<file path="src/rtl/ppg_pkg.sv">
// Shared types for the pulse generator timer.
package ppg_pkg;
    // Selects the compare register a bus write targets.
    typedef enum logic {
        SEL_DUTY   = 1'b0,
        SEL_PERIOD = 1'b1
    } ppg_sel_e;

    // Match events produced by the counter on a counted cycle.
    typedef struct packed {
        logic duty;
        logic period;
    } ppg_hit_t;
endpackage

</file>
<file path="src/rtl/ppg_regs.sv">
// Compare register bank: the duty compare (optionally staged through a buffer)
// and the period compare. Assumes xfer is a period match on a counted cycle.
module ppg_regs #(
    parameter int W = 16
) (
    input  logic         clk,
    input  logic         rst_n,
    input  logic         wr_en,
    input  logic         wr_sel,
    input  logic [W-1:0] wr_data,
    input  logic         dbuf_en,
    input  logic         xfer,
    output logic [W-1:0] cmp_duty,
    output logic [W-1:0] cmp_period
);
    import ppg_pkg::*;

    logic [W-1:0] stage_q;
    logic         wr_duty;
    logic         wr_period;

    // Decode the write target.
    always_comb begin
        wr_duty   = wr_en && (ppg_sel_e'(wr_sel) == SEL_DUTY);
        wr_period = wr_en && (ppg_sel_e'(wr_sel) == SEL_PERIOD);
    end

    // Staging buffer captures duty writes when buffering is enabled.
    always_ff @(posedge clk) begin
        if (!rst_n)
            stage_q <= '0;
        else if (wr_duty && dbuf_en)
            stage_q <= wr_data;
    end

    // Duty compare: direct write, or buffer transfer at period end.
    always_ff @(posedge clk) begin
        if (!rst_n)
            cmp_duty <= '0;
        else if (dbuf_en) begin
            if (xfer)
                cmp_duty <= stage_q;
        end else if (wr_duty)
            cmp_duty <= wr_data;
    end

    // Period compare is always written directly.
    always_ff @(posedge clk) begin
        if (!rst_n)
            cmp_period <= '0;
        else if (wr_period)
            cmp_period <= wr_data;
    end

    // a buffered duty write without a transfer leaves the duty compare alone.
    a_r6_buffer_holds: assert property (@(posedge clk) disable iff (!rst_n)
        (wr_duty && dbuf_en && !xfer) |=> (cmp_duty == $past(cmp_duty)));

    // on a transfer the duty compare takes the buffer's old content.
    a_r8_xfer_old: assert property (@(posedge clk) disable iff (!rst_n)
        (dbuf_en && xfer) |=> (cmp_duty == $past(stage_q)));

    // a period write lands at once.
    a_r11_period_wr: assert property (@(posedge clk) disable iff (!rst_n)
        wr_period |=> (cmp_period == $past(wr_data)));
endmodule

</file>
<file path="src/rtl/ppg_counter.sv">
// Up counter with restart and period wrap. Flags duty and period matches on
// counted cycles only. Assumes cnt_en is a one-cycle prescaler strobe.
module ppg_counter #(
    parameter int W = 16
) (
    input  logic              clk,
    input  logic              rst_n,
    input  logic              run,
    input  logic              cnt_en,
    input  logic [W-1:0]      cmp_duty,
    input  logic [W-1:0]      cmp_period,
    output ppg_pkg::ppg_hit_t hit
);
    logic [W-1:0] cnt_q;
    logic         run_q;
    logic         start;
    logic         counted;

    // Qualify the cycle: restart edge or counted step.
    always_comb begin
        start      = run && !run_q;
        counted    = run && cnt_en && !start;
        hit.duty   = counted && (cnt_q == cmp_duty);
        hit.period = counted && (cnt_q == cmp_period);
    end

    // Remember the previous run level to find the restart edge.
    always_ff @(posedge clk) begin
        if (!rst_n)
            run_q <= 1'b0;
        else
            run_q <= run;
    end

    // Count, wrap at the period match, clear on restart.
    always_ff @(posedge clk) begin
        if (!rst_n)
            cnt_q <= '0;
        else if (start)
            cnt_q <= '0;
        else if (counted)
            cnt_q <= hit.period ? '0 : cnt_q + 1'b1;
    end

    // the counter holds on cycles that neither count nor restart.
    a_r5_hold: assert property (@(posedge clk) disable iff (!rst_n)
        !(run && (cnt_en || !run_q)) |=> $stable(cnt_q));

    // a period match returns the counter to zero.
    a_r2_wrap: assert property (@(posedge clk) disable iff (!rst_n)
        hit.period |=> (cnt_q == '0));

    // a restart edge clears the counter.
    a_r10_restart: assert property (@(posedge clk) disable iff (!rst_n)
        (run && !run_q) |=> (cnt_q == '0));
endmodule

</file>
<file path="src/rtl/ppg_outff.sv">
// Output flip-flop and interrupt pulses. Toggles on each match, forced while
// stopped. Assumes hits are already qualified by counted cycles.
module ppg_outff (
    input  logic              clk,
    input  logic              rst_n,
    input  logic              run,
    input  logic              ff_set,
    input  logic              ff_level,
    input  ppg_pkg::ppg_hit_t hit,
    output logic              pulse_q,
    output logic              irq_duty_q,
    output logic              irq_period_q
);
    // Flip-flop: forced while stopped, toggled once per match while running.
    always_ff @(posedge clk) begin
        if (!rst_n)
            pulse_q <= 1'b0;
        else if (!run && ff_set)
            pulse_q <= ff_level;
        else if (run && (hit.duty ^ hit.period))
            pulse_q <= !pulse_q;
    end

    // Register the one-cycle interrupt pulses.
    always_ff @(posedge clk) begin
        if (!rst_n) begin
            irq_duty_q   <= 1'b0;
            irq_period_q <= 1'b0;
        end else begin
            irq_duty_q   <= hit.duty;
            irq_period_q <= hit.period;
        end
    end

    // a lone interrupt comes with an inverted output.
    a_r3_toggle: assert property (@(posedge clk) disable iff (!rst_n)
        (irq_duty_q ^ irq_period_q) |-> (pulse_q != $past(pulse_q)));

    // forcing while stopped loads the programmed level.
    a_r9_force: assert property (@(posedge clk) disable iff (!rst_n)
        (!run && ff_set) |=> (pulse_q == $past(ff_level)));
endmodule

</file>
<file path="src/rtl/ppg_timer.sv">
// Top of the two-compare pulse generator timer. Connects the compare bank,
// the counter and the output stage. Assumes duty compare < period compare
// for a well-formed pulse.
module ppg_timer #(
    parameter int CNT_W = 16
) (
    input  logic             clk,
    input  logic             rst_n,
    input  logic             run,
    input  logic             cnt_en,
    input  logic             dbuf_en,
    input  logic             wr_en,
    input  logic             wr_sel,
    input  logic [CNT_W-1:0] wr_data,
    input  logic             ff_set,
    input  logic             ff_level,
    output logic             pulse_out,
    output logic             irq_duty,
    output logic             irq_period
);
    import ppg_pkg::*;

    logic [CNT_W-1:0] cmp_duty;
    logic [CNT_W-1:0] cmp_period;
    ppg_hit_t         hit;

    ppg_regs #(.W(CNT_W)) u_regs (
        .clk        (clk),
        .rst_n      (rst_n),
        .wr_en      (wr_en),
        .wr_sel     (wr_sel),
        .wr_data    (wr_data),
        .dbuf_en    (dbuf_en),
        .xfer       (hit.period),
        .cmp_duty   (cmp_duty),
        .cmp_period (cmp_period)
    );

    ppg_counter #(.W(CNT_W)) u_cnt (
        .clk        (clk),
        .rst_n      (rst_n),
        .run        (run),
        .cnt_en     (cnt_en),
        .cmp_duty   (cmp_duty),
        .cmp_period (cmp_period),
        .hit        (hit)
    );

    ppg_outff u_out (
        .clk          (clk),
        .rst_n        (rst_n),
        .run          (run),
        .ff_set       (ff_set),
        .ff_level     (ff_level),
        .hit          (hit),
        .pulse_q      (pulse_out),
        .irq_duty_q   (irq_duty),
        .irq_period_q (irq_period)
    );

    // interrupts are single-cycle pulses while the count stalls.
    a_r4_single_pulse: assert property (@(posedge clk) disable iff (!rst_n)
        (irq_period && !cnt_en) |=> !irq_period);
endmodule

</file>
<file path="config.mk">
export PLATFORM = sky130hd
export DESIGN_NAME = ppg_timer
export DESIGN_NICKNAME = d
export VERILOG_FILES = /design/src/rtl/ppg_pkg.sv /design/src/rtl/ppg_regs.sv /design/src/rtl/ppg_counter.sv /design/src/rtl/ppg_outff.sv /design/src/rtl/ppg_timer.sv
export SDC_FILE = /design/constraint.sdc
export NUM_CORES = 1
export LEC_CHECK = 0
export ABC_AREA = 1
export ABC_CLOCK_PERIOD_IN_PS = 1700
export BUFFER_PORTS_ARGS = -buffer_cell sky130_fd_sc_hd__buf_2
export CAP_MARGIN = 5
export CORE_ASPECT_RATIO = 0.8
export CORE_UTILIZATION = 56
export CTS_BUF_LIST = sky130_fd_sc_hd__clkbuf_4 sky130_fd_sc_hd__clkbuf_8
export CTS_CLUSTER_DIAMETER = 40
export DETAILED_ROUTE_END_ITERATION = 8
export PLACE_DENSITY = 0.89
export SETUP_SLACK_MARGIN = 0.15
export SLEW_MARGIN = 30
export SYNTH_ARGS = -nofsm -noshare
export SYNTH_HDL_FRONTEND = slang
export SYNTH_SLANG_ARGS = --single-unit
</file>
<file path="constraint.sdc">
create_clock -name clk -period 1.7 [get_ports clk]
set_input_delay 0.34 -clock clk [delete_from_list [all_inputs] [get_ports clk]]
set_output_delay 0.34 -clock clk [all_outputs]
set_load 0.005 [all_outputs]
</file>
; Word level (Yosys, flattened, before mapping)
; Cells that the tools add are included.
[word_totals]
regBits = 68
output_inout_bits = 3
[op_classes]
add_sub_neg = 1
eq_ne = 3
mux = 6
n_bitwise = 3
reduce_logical = 18
[op_table]
columns = operator, n
row1 = 2-to-1 mux 16 bit, 4
row2 = == test 16 bit, 2
row3 = adder 16 x 1 -> 16 bit (second input constant), 1
row4 = logical AND 1 bit, 10
row5 = zero test 1 bit, 4
row6 = nonzero test 2 bit, 2
row7 = 2-to-1 mux 1 bit, 2
row8 = != test 2 x 1 -> 1 bit (second input constant), 1
row9 = NOT 1 bit, 2
row10 = AND reduction 2 bit, 1
row11 = OR reduction 2 bit, 1
row12 = bitwise XOR 1 bit, 1

; Logic depth before layout (Yosys ltp)
; Gate-level depths: netlist of the first run.
[depth]
word_depth = 9
ltp_mapped = 14
ltp_nobuf = 13

; Hierarchy
; From an unflattened synthesis of the first run, not the netlist that was laid out.
[hier_totals]
hier_cells = 547
area_unflattened_um2 = 3657.3
[modules_own_cells]
columns = mod, n_inst, cells_each, area_each_um2, seq_area_each_um2
row1 = ppg_regs, 1, 290, 2054.5, 960.9
row2 = ppg_counter, 1, 236, 1463.9, 340.3
row3 = ppg_outff, 1, 21, 138.9, 60.1

; Worst setup path before layout of the first run
; No wires, ideal clock.
[synth_path]
kind = reg2reg
start = reg u_cnt.cnt_q[0]
end = reg u_cnt.cnt_q[14]
setup_time_ns = 0.117
t_arrival_ns = 1.490
required_ns = 1.583
setup_slack_ns = 0.093
path_stages_with_launch = 10
cell_sequence = dfxtp_1 ha_1 nand2_1 nor2_2 nand3_1 nor3_2 nand2_1 nor2_1 xor2_1 nor2_1
[synth_between]
elab_chain_cells = 3
elab_cells_between_ends = 4
[synth_lines]
columns = element, line_no
row1 = start: declaration, ppg_counter.sv:14  ; logic [W-1:0] cnt_q;
row2 = start signal: assignment, ppg_counter.sv:42  ; cnt_q <= hit.period ? '0 : cnt_q + 1'b1;
row3 = branches (longest 2 deep; another with adder 16 x 1 -> 16 bit), -
row4 = 2-to-1 mux 16 bit *, ppg_counter.sv:42
; Mark *: on every way between the ends.
; A chain may end at the register's enable or synchronous reset.

; Final worst setup path of the first run
[layout_path]
start = reg u_regs.cmp_period[9]
end = reg u_regs.cmp_duty[8]
[layout_between]
elab_chain_cells = 4
[layout_lines]
columns = element, line_no
row1 = start: declaration, ppg_regs.sv:14  ; output logic [W-1:0] cmp_period
row2 = start signal: assignment, ppg_regs.sv:52  ; cmp_period <= wr_data;
row3 = == test 16 bit, ppg_counter.sv:24  ; hit.period = counted && (cnt_q == cmp_period);
row4 = logical AND 1 bit, ppg_counter.sv:24
row5 = != test 2 x 1 -> 1 bit (no line), -
row6 = AND reduction 2 bit (no line), -
row7 = end signal: assignment, ppg_regs.sv:42  ; cmp_duty <= stage_q;
row8 = end signal: assignment, ppg_regs.sv:44  ; cmp_duty <= wr_data;
row9 = end: declaration, ppg_regs.sv:13  ; output logic [W-1:0] cmp_duty,
; No other way between the ends.

==> results_dict.tcl, run 1 <==
set metrics [dict create \
    run_status "finished, violations left" \
    failed_checks "setup timing" \
    worst_pin_slew_ns 0.8131 \
    hold_slack_ns 0.2395 \
    fin_nets 673 \
    hp-class "input pin to register" \
    tritoncts "built" \
    design.die.area_mm2 0.007149 \
    top_level_ports 28 \
    synth_commonest_cells "148 x nand2_1, 75 x inv_1, 68 x dfxtp_1" \
    yosysMostFrequentCell "nand2_1" \
    dpl.hpwl_mm 7.322 \
    clkLatencyLatePin_ns 0.36 \
    pin_count_of_the_biggest_net_entering_global_routing 51 \
    remaining_drc_errors 0 \
    synth_top_area_cell "dfxtp_1" \
    ant_nets 0 \
    syn_area_per_cell_um2 6.681 \
    startpoint_class "register" \
    maxClockFrequency_mhz 563.5 \
    cp-end-kind "register" \
    slew_violations 0 \
    drtIter0Drc 474 \
    leakage_nw 2.447 \
    reg2reg_slack_ns -0.07 \
    cts.sinks 68 \
    layout.cell_area.non_filler_mm2 0.005162 \
    placement_rows 26 \
    max-vdd-ir-drop_mv 0.6992 \
    gpl.final_weighted_congestion 0.9078 \
    cp_slowest_cell "dfxtp_1" \
    finalWorstPathRequiredPeriod_ns 1.775 \
    port_buffers 27 \
    rsz0062_at_grt "yes" \
    finalSetupViolCount 18 \
    synth_cells 571 \
    drt-wirelength-per-cell_um 17.50 \
    cts_hold_repair.buffers 0 \
    antenna_found_initial 0 \
    path_class "register to register" \
    placeableCoreArea_mm2 0.006474 \
    final.period_utilization_pct 104.4 \
    setup.worst_path.end "u_regs.cmp_duty[8]" \
    totalWireLength_mm 12.88 \
    timing.critical_path.max_delay_family "simple AND/OR/NAND/NOR gates" \
    critPathMaxStageDelay_ns 0.35 \
    arrival_worst_endpoint_ns 2.07 \
    syn-num-nets 597 \
    floorplan.initialDensity_pct 58.93 \
    p_per_area_mw_per_mm2 739.1 \
    worstSetupStartpoint "u_regs.cmp_period[9]" \
    synth_top_area_share_pct 35.68 \
    max-slew-margin-rel_pct 45.73 \
    detailed_place.area_mm2 0.004283 \
    root_buffer "clkbuf_8" \
    clock_skew_ns 0.006132 \
    cts_made_buffers 9 \
    worstRegToRegCells 10 \
    detailroute.via_count 4255 \
    asyncSetResetFlopFracSynth_pct 0 \
    r2r-start "u_regs.cmp_period[9]" \
    layout-drive-gt1-share_pct 37.27 \
    max-cap-violations 0 \
    global_route_usage_over_all_layers_pct 33.73 \
    synth_seq_area_share_pct 35.68 \
    synthToLayoutAreaGrowth_pct 35.32 \
    fp.dieH_um 75.83 \
    route.detailed.vias_per_inst 5.781 \
    number_of_diodes 0 \
    floorplan.die.width_um 94.28 \
    post_synth_instance_area_mm2 0.003815 \
    synth.ff_latch_count 68 \
    min_delay_path_depth 3 \
    cp_num_cells 10 \
    hold_violations 0 \
    cp.buffers_inverters 1 \
    vias_in_the_first_global_route 3660 \
    worstPathMaxFanout 8 \
    postLayoutSetupSlackWorst_ns -0.07477 \
    ys.warnings.count 0 \
    post_synth_num_cell_types 36 \
    r2r_end "u_regs.cmp_duty[8]" \
    clk_path_buf_depth 2 \
    timing.critical_path.cells "xor2_1, nor2_2, nand2_1, nor2_4, nand2_4, nor2_8, a21oi_4, buf_12, nor2_2, nor2_1" \
    required_ns 2.00 \
    yosys_most_used_dff "dfxtp_1" \
    worst_path_most_repeated_cell "nor2_2" \
    grt_pass1_wl_mm 17.82 \
    clock_tree.htree_level_count 3 \
    overflow 0 \
    clk_pin_slew_ns 0.08 \
    synth_enable_flop_cells 0 \
    post_synth_main_area_contributors "dfxtp_1 36%, nand2_1 15%, inv_1 7.4%" \
    drt-pass1-iter-count 7 \
]
==> layout by cell type, fill, tap and decap left out, types with 23 or more instances in the layout <==
| master | Yosys | layout |
|---|---|---|
| nand2_2 | 3 | 23 |
| nand2_1 | 148 | 125 |
| nor2_1 | 67 | 49 |
| buf_4 | 3 | 46 |
| o21ai_0 | 39 | 39 |
| inv_1 | 75 | 70 |
| a21oi_1 | 40 | 39 |
| buf_2 | 7 | 27 |
| dfxtp_1 | 68 | 48 |
==> cell type report <==
class / instances / area (µm²)
well taps: 84 / 105.1
inverters: 86 / 344.1
fillers: 394 / 1311
multi-input cells: 396 / 2392
flip-flops and latches: 68 / 1409
clock buffers: 9 / 123.9
repair buffers: 86 / 704.4
clock inverters: 7 / 83.83
==> logic make-up (layout without fill, tap and decap cells) <==
logic type	Yosys count	after routing	share of synthesized area (%)
buffers and inverters	108	188	11.35
multiplexers	11	11	3.247
XOR/XNOR	15	15	3.641
adder cells (fa/ha/maj)	1	1	0.3279
AO/OA/AOI/OAI	83	83	11.38
flip-flops	68	68	35.68
AND/OR/NAND/NOR	285	286	34.37
==> tightest hold or removal path, stage by stage <==
cell     delay (ns)
buf_2          0.11
inv_1          0.06
a21oi_1        0.05
==> worst min path at each step <==
| stage | from | to |
|---|---|---|
| 6_report | wr_data[8] | u_regs.cmp_period[8] |
| 5_1_grt | wr_data[8] | u_regs.cmp_period[8] |
| 4_1_cts | wr_data[8] | u_regs.cmp_period[8] |
| 3_5_place_dp | u_regs.stage_q[6] | u_regs.stage_q[6] |
| 3_3_place_gp | u_regs.stage_q[7] | u_regs.stage_q[7] |
| 2_1_floorplan | u_regs.stage_q[11] | u_regs.stage_q[11] |
==> metrics by stage <==
step	TNS [ns]	setup WS, ns	instances	utilization [%]	power [mW]
final	-0.7205	-0.07477	736	79.74	3.816
after global routing	-2.341	-0.1511	736	79.74	3.917
after CTS	0	0.01043	729	74.89	3.701
after detailed placement	-0.4627	-0.07128	698	66.16	2.281
after global placement	-0.3829	-0.04454	698	66.16	2.266
after floorplan	0	0.1582	571	-	2.102
==> routing by layer <==
metal  vias up  GRT usage, %  routed length [µm]
met5         -             0                   0
met3        86         7.186                1332
met2       305         55.15                5874
li1       1962             -                   -
met4         0         17.09                 758
met1      1902         42.64                4917
==> flip-flops by register name (all words and copies together), names as in the netlist <==
signal / flops
u_cnt.cnt_q: 16
u_cnt.run_q: 1
u_out.irq_duty_q: 1
u_out.irq_period_q: 1
u_out.pulse_q: 1
u_regs.cmp_duty: 16
u_regs.cmp_period: 16
u_regs.stage_q: 16
==> power by group <==
part	leakage [nW]	internal [mW]	switching, mW
clock network	0.102	0.702	0.718
logic	1.78	0.277	0.420
registers	0.567	1.65	0.0493
==> timing repair <==
action                                  CTS  global route
endpoints found under the setup margin   32            34
resized for setup                        60            70
buffers inserted                         13             6
gates cloned                              2             1
pin swaps                                33            17
Power figures use the tool's default switching activity.
==> run 2, diff against run 1 <==
MAX_ROUTING_LAYER = met4   (was not set)
==> run 2 against run 1 <==
Net effect:
- global-route usage up 0.43 points
- via count down 5.7%
- register-to-register slack better by 0.06 ns
- the flow still finishes with violations (setup timing)
- sequential cell count unchanged
==> results_dict.tcl, run 2 (synthesized netlist as in run 1, its figures left out) <==
set metrics [dict create \
    remaining_drc_errors 0 \
    drtIter0Drc 345 \
    drt-wirelength-per-cell_um 15.61 \
    finalSetupViolCount 4 \
    commonest_cells_after_routing_fill_and_taps_aside "126 x nand2_1, 67 x inv_1, 50 x nor2_1, 49 x buf_4, 47 x dfxtp_1" \
    worst_pin_slew_ns 0.7960 \
    postLayoutSetupSlackWorst_ns -0.01488 \
    grt_pass1_wl_mm 17.63 \
    overflow 0 \
    floorplan.die.width_um 94.28 \
    drt-pass1-iter-count 5 \
    leakage_nw 2.375 \
    gpl.final_weighted_congestion 0.9194 \
    required_ns 1.96 \
    port_buffers 27 \
    detailroute.via_count 4013 \
    design.die.area_mm2 0.007149 \
    placement_rows 26 \
    failed_checks "setup timing" \
    clk_path_buf_depth 2 \
    maxClockFrequency_mhz 583.1 \
    layout_commonest_cell "nand2_1" \
    floorplan.initialDensity_pct 58.93 \
    fin_nets 671 \
    ant_nets 0 \
    cts.sinks 68 \
    startpoint_class "register" \
    rsz0062_at_grt "yes" \
    layout-drive-gt1-share_pct 36.92 \
    totalWireLength_mm 11.46 \
    run_status "finished, violations left" \
    antenna_found_initial 0 \
    synthToLayoutAreaGrowth_pct 31.58 \
    vias_in_the_first_global_route 3595 \
    max-vdd-ir-drop_mv 0.6430 \
    dpl_worst_slack_ns -0.1520 \
    clkLatencyLatePin_ns 0.36 \
    slew_violations 0 \
    cp-end-kind "register" \
    clock_skew_ns 0.007395 \
    number_of_diodes 0 \
    route.detailed.vias_per_inst 5.467 \
    arrival_worst_endpoint_ns 1.97 \
    root_buffer "clkbuf_8" \
    path_class "register to register" \
    finalWorstPathRequiredPeriod_ns 1.715 \
    placeableCoreArea_mm2 0.006474 \
    worstPathMaxFanout 8 \
    clk_pin_slew_ns 0.08 \
    pin_count_of_the_biggest_net_entering_global_routing 51 \
    max-cap-violations 0 \
    global_route_usage_over_all_layers_pct 34.16 \
    fp.dieH_um 75.83 \
    cts_made_buffers 9 \
    fin_util_pct 77.54 \
    max-slew-margin-rel_pct 46.87 \
    hp-class "input pin to register" \
    p_per_area_mw_per_mm2 742.6 \
    clock_tree.htree_level_count 3 \
    hold_violations 0 \
    top_level_ports 28 \
    tritoncts "built" \
    final.period_utilization_pct 100.9 \
    dpl.hpwl_mm 7.422 \
]
[run 2: cell count changes in the layout (fill, tap and decap cells not counted), moves of 3 or more]
cell     previous run  this run
inv_2              10        15
dfxtp_2            11        15
buf_4              46        49
dfxtp_4             9         6
inv_1              70        67
nor3_1              5         2
[run 2: timing repair]
item                       in CTS  in global routing
resized for setup              49                 69
pin swaps                      33                 32
gates cloned                    2                  0
hold buffers                    0                  0
setup buffers                   9                  8
setup endpoints to repair      34                 34
[run 2: worst max-delay path: stages, from the launching register on]
cell and delay, ns:
dfxtp_2 0.36, xor2_1 0.16, nor2_2 0.17, nand2_1 0.11, nor2_4 0.14, nand2_4 0.08
nor2_8 0.14, a21oi_4 0.10, buf_12 0.17, nor2_2 0.12, nor2_1 0.06
[run 2: per-stage QoR]
| stage | total power, mW | std cells | instance area [µm²] | hold slack (ns) | setup TNS, ns |
|---|---|---|---|---|---|
| floorplan | 2.102 | 571 | 3817 | 0.4202 | 0 |
| global placement | 2.266 | 699 | 4265 | 0.4300 | -0.5909 |
| detailed placement | 2.281 | 699 | 4265 | 0.4341 | -1.456 |
| CTS | 3.680 | 726 | 4748 | 0.2389 | 0 |
| global route | 3.874 | 734 | 5020 | 0.2511 | -0.8780 |
| finish | 3.728 | 734 | 5020 | 0.2361 | -0.02594 |
[run 2: cell type report]
type	count	area, µm²
clock buffers	9	123.9
clock inverters	7	75.07
well taps	84	105.1
repair buffers	84	635.6
flip-flops and latches	68	1403
inverters	86	335.3
multi-input cells	396	2342
fillers	444	1454
[run 2: path summary, 6_finish.rpt]
check                                  startpoint              endpoint  slack (ns)  cells past startpoint
worst min register to register  u_regs.stage_q[5]     u_regs.stage_q[5]        0.45                      2
worst max-delay path               u_cnt.cnt_q[9]    u_regs.cmp_duty[2]       -0.01                     10
worst max register to register     u_cnt.cnt_q[9]    u_regs.cmp_duty[2]       -0.01                     10
worst min-delay path                   wr_data[0]  u_regs.cmp_period[0]        0.24                      3
[run 2: power by group]
part / leakage, nW / internal [mW] / switching [mW]
Combinational: 1.72 / 0.263 / 0.380
Sequential: 0.567 / 1.65 / 0.0497
Clock: 0.0923 / 0.684 / 0.697
Total: 2.38 / 2.60 / 1.13
[run 2: routing by layer]
metal  GRT usage, %  vias up  share of wire, %
met5              -        -                 0
met4          9.573        0               2.0
met2          54.51      200                46
met3          7.884       28               7.3
met1          43.61     1829                44
li1               -     1956                 -
